**config.mk**
```make
export PLATFORM = sky130hd
export DESIGN_NAME = sdspi_cmd_framer
export DESIGN_NICKNAME = d
export VERILOG_FILES = /design/src/rtl/sdspi_pkg.sv /design/src/rtl/sdspi_crc7_step.sv /design/src/rtl/sdspi_frame_byte.sv /design/src/rtl/sdspi_r1_classify.sv /design/src/rtl/sdspi_cmd_framer.sv
export SDC_FILE = /design/constraint.sdc
export NUM_CORES = 1
export LEC_CHECK = 0
export BUFFER_PORTS_ARGS = -buffer_cell sky130_fd_sc_hd__buf_2
export CORE_MARGIN = 2
export CORE_UTILIZATION = 54
export DETAILED_ROUTE_END_ITERATION = 8
export PLACE_DENSITY = 0.8
export SLEW_MARGIN = 30
export SYNTH_ARGS = -nofsm -noshare
export SYNTH_HDL_FRONTEND = slang
export SYNTH_HIERARCHICAL = 1
export SYNTH_SLANG_ARGS = --single-unit
```
**constraint.sdc**
```tcl
create_clock -name clk -period 2.4 [get_ports clk]
set_input_delay 0.36 -clock clk [delete_from_list [all_inputs] [get_ports clk]]
set_output_delay 0.36 -clock clk [all_outputs]
set_load 0.01 [all_outputs]
```
**src/rtl/sdspi_pkg.sv**
```systemverilog
package sdspi_pkg;

  typedef enum logic [1:0] {
    ST_IDLE = 2'd0,
    ST_SEND = 2'd1,
    ST_POLL = 2'd2
  } fr_state_e;

  localparam logic [7:0] FILL_BYTE  = 8'hFF;
  localparam logic [7:0] CMD_MARK   = 8'h40;
  localparam logic [6:0] CRC7_POLY  = 7'h09;

  typedef struct packed {
    logic no_card;
    logic crc_err;
    logic other_err;
  } r1_class_t;

  // One byte through the CRC7 register, msb first.
  function automatic logic [6:0] crc7_byte(input logic [6:0] c_in,
                                           input logic [7:0] d);
    logic [6:0] c;
    logic       fb;
    c = c_in;
    for (int b = 7; b >= 0; b--) begin
      fb = c[6] ^ d[b];
      c  = {c[5:0], 1'b0};
      if (fb) c = c ^ CRC7_POLY;
    end
    return c;
  endfunction

endpackage

```
**src/rtl/sdspi_crc7_step.sv**
```systemverilog
module sdspi_crc7_step (
  input  logic [6:0] crc_in,
  input  logic [7:0] data_in,
  output logic [6:0] crc_out
);
  import sdspi_pkg::*;

  always_comb crc_out = crc7_byte(crc_in, data_in);

endmodule

```
**src/rtl/sdspi_frame_byte.sv**
```systemverilog
module sdspi_frame_byte #(
  parameter int IDX_W     = 6,
  parameter int ARG_BYTES = 4,
  parameter int SEL_W     = 3
) (
  input  logic [SEL_W-1:0]       sel,
  input  logic [IDX_W-1:0]       cmd_idx,
  input  logic [ARG_BYTES*8-1:0] arg,
  input  logic [6:0]             crc,
  output logic [7:0]             frame_byte
);
  import sdspi_pkg::*;

  localparam int CRC_POS = ARG_BYTES + 2;

  logic [7:0] arg_byte [ARG_BYTES];

  // Argument bytes indexed in send order: most significant first.
  for (genvar g = 0; g < ARG_BYTES; g++) begin : g_argb
    assign arg_byte[g] = arg[(ARG_BYTES-1-g)*8 +: 8];
  end

  always_comb begin
    frame_byte = FILL_BYTE;
    if (sel == SEL_W'(1)) begin
      frame_byte = CMD_MARK | 8'(cmd_idx);
    end else if (sel == SEL_W'(CRC_POS)) begin
      frame_byte = {crc, 1'b1};
    end else begin
      for (int k = 0; k < ARG_BYTES; k++) begin
        if (sel == SEL_W'(k + 2)) frame_byte = arg_byte[k];
      end
    end
  end

endmodule

```
**src/rtl/sdspi_r1_classify.sv**
```systemverilog
module sdspi_r1_classify (
  input  logic [7:0]           r1,
  output sdspi_pkg::r1_class_t cls
);
  always_comb begin
    cls.no_card   = (r1 == 8'hFF);
    cls.crc_err   = !cls.no_card && r1[3];
    cls.other_err = !cls.no_card && !r1[3] && (r1[7:1] != 7'd0);
  end
endmodule

```
**src/rtl/sdspi_cmd_framer.sv**
```systemverilog
module sdspi_cmd_framer #(
  parameter int IDX_W     = 6,
  parameter int ARG_BYTES = 4,
  parameter int POLL_MAX  = 8
) (
  input  logic                   clk,
  input  logic                   rst,
  input  logic                   cmd_valid,
  output logic                   cmd_ready,
  input  logic [IDX_W-1:0]       cmd_index,
  input  logic [ARG_BYTES*8-1:0] cmd_arg,
  output logic                   cmd_done,
  output logic [7:0]             resp_r1,
  output logic                   resp_no_card,
  output logic                   resp_crc_err,
  output logic                   resp_other_err,
  output logic                   byte_req,
  output logic [7:0]             byte_tx,
  input  logic                   byte_ack,
  input  logic [7:0]             byte_rx
);
  import sdspi_pkg::*;

  localparam int ARG_W     = ARG_BYTES * 8;
  localparam int FRAME_LEN = ARG_BYTES + 3;
  localparam int SEL_W     = $clog2(FRAME_LEN + 1);
  localparam int POLL_W    = $clog2(POLL_MAX + 1);
  localparam int CRC_FIRST = 1;
  localparam int CRC_LAST  = ARG_BYTES + 1;

  fr_state_e         state_q;
  logic [SEL_W-1:0]  sel_q;
  logic [POLL_W-1:0] attempt_q;
  logic [6:0]        crc_q;
  logic [6:0]        crc_nxt;
  logic [IDX_W-1:0]  idx_q;
  logic [ARG_W-1:0]  arg_q;
  logic              req_q;
  logic              done_q;
  logic [7:0]        r1_q;
  r1_class_t         cls_q;
  r1_class_t         cls_rx;
  logic [7:0]        frame_byte;
  logic              xfer;
  logic              poll_take;

  sdspi_frame_byte #(
    .IDX_W    (IDX_W),
    .ARG_BYTES(ARG_BYTES),
    .SEL_W    (SEL_W)
  ) frame_i (
    .sel       (sel_q),
    .cmd_idx   (idx_q),
    .arg       (arg_q),
    .crc       (crc_q),
    .frame_byte(frame_byte)
  );

  sdspi_crc7_step crc_i (
    .crc_in (crc_q),
    .data_in(frame_byte),
    .crc_out(crc_nxt)
  );

  sdspi_r1_classify cls_i (
    .r1 (byte_rx),
    .cls(cls_rx)
  );

  assign xfer = req_q && byte_ack;

  // Response accepted on a later attempt with bit 7 clear, or forced at the cap.
  assign poll_take = ((attempt_q != '0) && !byte_rx[7]) ||
                     (attempt_q == POLL_W'(POLL_MAX - 1));

  always_ff @(posedge clk) begin
    if (rst) begin
      state_q   <= ST_IDLE;
      sel_q     <= '0;
      attempt_q <= '0;
      crc_q     <= '0;
      idx_q     <= '0;
      arg_q     <= '0;
      req_q     <= 1'b0;
      done_q    <= 1'b0;
      r1_q      <= 8'h00;
      cls_q     <= '0;
    end else begin
      done_q <= 1'b0;
      unique case (state_q)
        ST_IDLE: begin
          if (cmd_valid) begin
            idx_q   <= cmd_index;
            arg_q   <= cmd_arg;
            crc_q   <= '0;
            sel_q   <= '0;
            req_q   <= 1'b1;
            state_q <= ST_SEND;
          end
        end
        ST_SEND: begin
          if (xfer) begin
            if (sel_q >= SEL_W'(CRC_FIRST) && sel_q <= SEL_W'(CRC_LAST))
              crc_q <= crc_nxt;
            sel_q <= sel_q + SEL_W'(1);
            if (sel_q == SEL_W'(FRAME_LEN - 1)) begin
              attempt_q <= '0;
              state_q   <= ST_POLL;
            end
          end
        end
        ST_POLL: begin
          if (xfer) begin
            if (poll_take) begin
              r1_q    <= byte_rx;
              cls_q   <= cls_rx;
              done_q  <= 1'b1;
              req_q   <= 1'b0;
              state_q <= ST_IDLE;
            end else begin
              attempt_q <= attempt_q + POLL_W'(1);
            end
          end
        end
        default: state_q <= ST_IDLE;
      endcase
    end
  end

  assign cmd_ready      = (state_q == ST_IDLE);
  assign cmd_done       = done_q;
  assign resp_r1        = r1_q;
  assign resp_no_card   = cls_q.no_card;
  assign resp_crc_err   = cls_q.crc_err;
  assign resp_other_err = cls_q.other_err;
  assign byte_req       = req_q;
  assign byte_tx        = (state_q == ST_POLL) ? FILL_BYTE : frame_byte;

endmodule

```
==> flow_metrics.tcl <==
set metrics [dict create \
    arrival_ns 1.93 \
    cts_tree "built" \
    synth_top_area_share_pct 40.8 \
    vias 3000 \
    fillers 509 \
    cts_setup_buffers 0 \
    synth_cell_types 52 \
    start_util_pct 55.8 \
    async_reset_ff_share_pct 0 \
    finalClockSkew_ns 0.0104 \
    ys_warn_count 6 \
    cp_num_buf_inv 2 \
    critPathTopFamily "compound AO/OA/AOI/OAI gates" \
    slew_headroom_pct 66.8 \
    io_pins 72 \
    grt_max_degree 39 \
    cellPowerDensity_nw_per_um2 634 \
    grt_pass1_vias 2809 \
    yosysSeqAreaShare_pct 40.8 \
    vdd_drop_max_mv 0.521 \
    overflow 0 \
    critPathSlowestCell "dfxtp_2" \
    min_period_over_period_pct 95.3 \
    dieWidth_um 82.0 \
    status "complete, no violations" \
    crit_required_ns 2.04 \
    drtIter0Drc 253 \
    die_area_um2 6720 \
    drc 0 \
    clk_latency_ns 0.35 \
    fin_nets 526 \
    yosysTopAreaCell "dfxtp_1" \
    wl_per_cell_um 13.6 \
    synth_mux_area_share_pct 4.27 \
    cts.clk_slew.worst_paths_ns 0.07 \
    synth-simple-area-share_pct 24.2 \
    synthCells 400 \
    cts_buffers 9 \
    synth-compound-area-share_pct 17.8 \
    netlist_top_cells_area "dfxtp_1 41%, nand2_1 11%, a21oi_1 9.8%" \
    place.gp.congestion 0.935 \
    synth_top_family_by_area "simple AND/OR/NAND/NOR gates" \
    clockRootBuffer "clkbuf_8" \
    syn_area_um2 3280 \
    top_usage_layer "met2" \
    hold_viol_final 0 \
    avgSynthCellArea_um2 8.21 \
    total_power_mw 2.50 \
    fmax_mhz 437 \
    met1_usage_pct 32.2 \
    crit_fanout 11 \
    antenna_found_initial 0 \
    dr.pass1.iters 4 \
    ys_ff_latch 67 \
    post-route-min-period_ns 2.29 \
    path_cells "or2b_4 -> a211oi_1 -> o31ai_1 -> buf_4 -> nand2b_1 -> buf_2" \
    setup_viol 0 \
    slowest_delay_ns 0.40 \
    avgViaCountPerCell 5.44 \
    max_cap_violations 0 \
    grt_util_all_layers_pct 24.3 \
    drt-total-wl_mm 7.47 \
    synth_edf_count 0 \
    worst_slew_pin_slew_ns 0.498 \
    crit_path_start_kind "register" \
    critPathKind "reg2out" \
    dieHeight_um 82.0 \
    crit_path_end_kind "output port" \
    core_um2 5890 \
    reg2regPathDepth 7 \
    worstHoldPathCells 3 \
    rsz0062_at_grt "no" \
    final_common_cell "nand2_1" \
    setup_tns_ns 0 \
    synthAdderAreaFrac_pct 1.90 \
    ant_nets 0 \
    synth_xor_area_share_pct 6.17 \
    syn-num-nets 455 \
    grt_util_met2_pct 37.3 \
    htree_levels 3 \
    p_leak_nw 1.69 \
    rows 28 \
    area_delta_synth_final_pct 20.2 \
    slew_violations 0 \
    antenna_cells 0 \
    dp_hpwl_mm 5.54 \
    layout-drive-gt1-share_pct 23.7 \
    ys.flop_type "dfxtp_1" \
    grt_pass1_wl_mm 12.5 \
    layout_common_cells "92 x nand2_1, 71 x buf_2, 65 x dfxtp_1, 64 x a21oi_1, 22 x nor2_1" \
    grt.met3_usage_pct 6.37 \
    hp-class "in2reg" \
    port_buffers 71 \
    clk_path_buf_depth 2 \
    cts.sinks 67 \
    path_depth 6 \
]
Yosys cell counts (all sizes together) (4+ instances only):
master  number
nand2b      11
nand2       92
a21oi       64
inv          9
a22oi        5
nor2        23
mux2i       14
ha           5
xor2         5
o31ai        6
dfxtp       67
clkbuf      10
xnor2        7
buf         14
nand3       14
nor2b        6
nor3         6
a211oi       7
xnor3        4
sequential cells by signal, summed over array words and instances (netlist names):
register and flops:
attempt_q 4, resp_no_card 1, crc_q 7, resp_crc_err 1, sel_q 3, resp_other_err 1
idx_q 6, arg_q 32, byte_req 1, state_q 2, resp_r1 8, cmd_done 1
metal layers:
| layer | wire length [um] | up-vias |
|---|---|---|
| met5 | 0 | - |
| met4 | 136 | 0 |
| met2 | 3460 | 98 |
| li1 | - | 1513 |
| met3 | 498 | 16 |
| met1 | 3380 | 1373 |
power by group:
group	leakage (nW)	switching (mW)	total, mW	internal [mW]
clock network	0.117	0.444	1.06	0.615
logic	1.03	0.138	0.256	0.118
registers	0.548	0.0321	1.19	1.16
total	1.69	0.614	2.50	1.89
worst min-delay path, stage by stage:
cell	delay (ns)
buf_2	0.09
nand2_1	0.04
a21oi_1	0.05
cell families (layout without fill, tap and decap cells):
family | after synthesis | in the layout
simple gates | 168 | 168
flops | 67 | 67
buf+inv | 33 | 109
mux | 14 | 14
fa+ha+maj | 5 | 5
xor+xnor | 16 | 16
compound gates | 97 | 97
worst paths after layout:
path,slack [ns],to,startpoint
setup / recovery,0.11,byte_tx[4],sel_q[2]$_SDFFE_PP0P_
hold / removal,0.25,arg_q[3]$_SDFFE_PP0P_,cmd_arg[3]
setup reg to reg,0.26,crc_q[4]$_SDFFE_PP0P_,sel_q[2]$_SDFFE_PP0P_
hold reg to reg,0.46,arg_q[28]$_SDFFE_PP0P_,arg_q[28]$_SDFFE_PP0P_
timing repair:
| item | CTS | global route |
|---|---|---|
| hold buffers | 0 | 0 |
| endpoints found under the setup margin | 1 | 5 |
| cloned | 0 | 0 |
| gates resized for setup | 1 | 2 |
area by class of cell:
class	instances	area (um2)	area share (%)
multi-input cells	300	1780	45.2
clock inverters	6	87.6	2.22
clock buffers	10	138	3.49
repair buffers	84	465	11.8
inverters	9	33.8	0.856
flip-flops and latches	67	1350	34.1
well taps	75	93.8	2.38
through the flow:
step / cell area [um2] / setup WS (ns) / utilization, % / hold WS, ns / std cells
6_report: 3950 / 0.112 / 67.1 / 0.250 / 551
5_1_grt: 3950 / 0.0136 / 67.1 / 0.241 / 551
4_1_cts: 3940 / 0.0403 / 67.0 / 0.235 / 551
3_5_place_dp: 3720 / 0.177 / 63.2 / 0.445 / 535
3_3_place_gp: 3720 / 0.236 / 63.2 / 0.444 / 535
2_1_floorplan: 3280 / 0.329 / - / 0.432 / 400
Note: power is estimated with default switching activity, not from simulation.
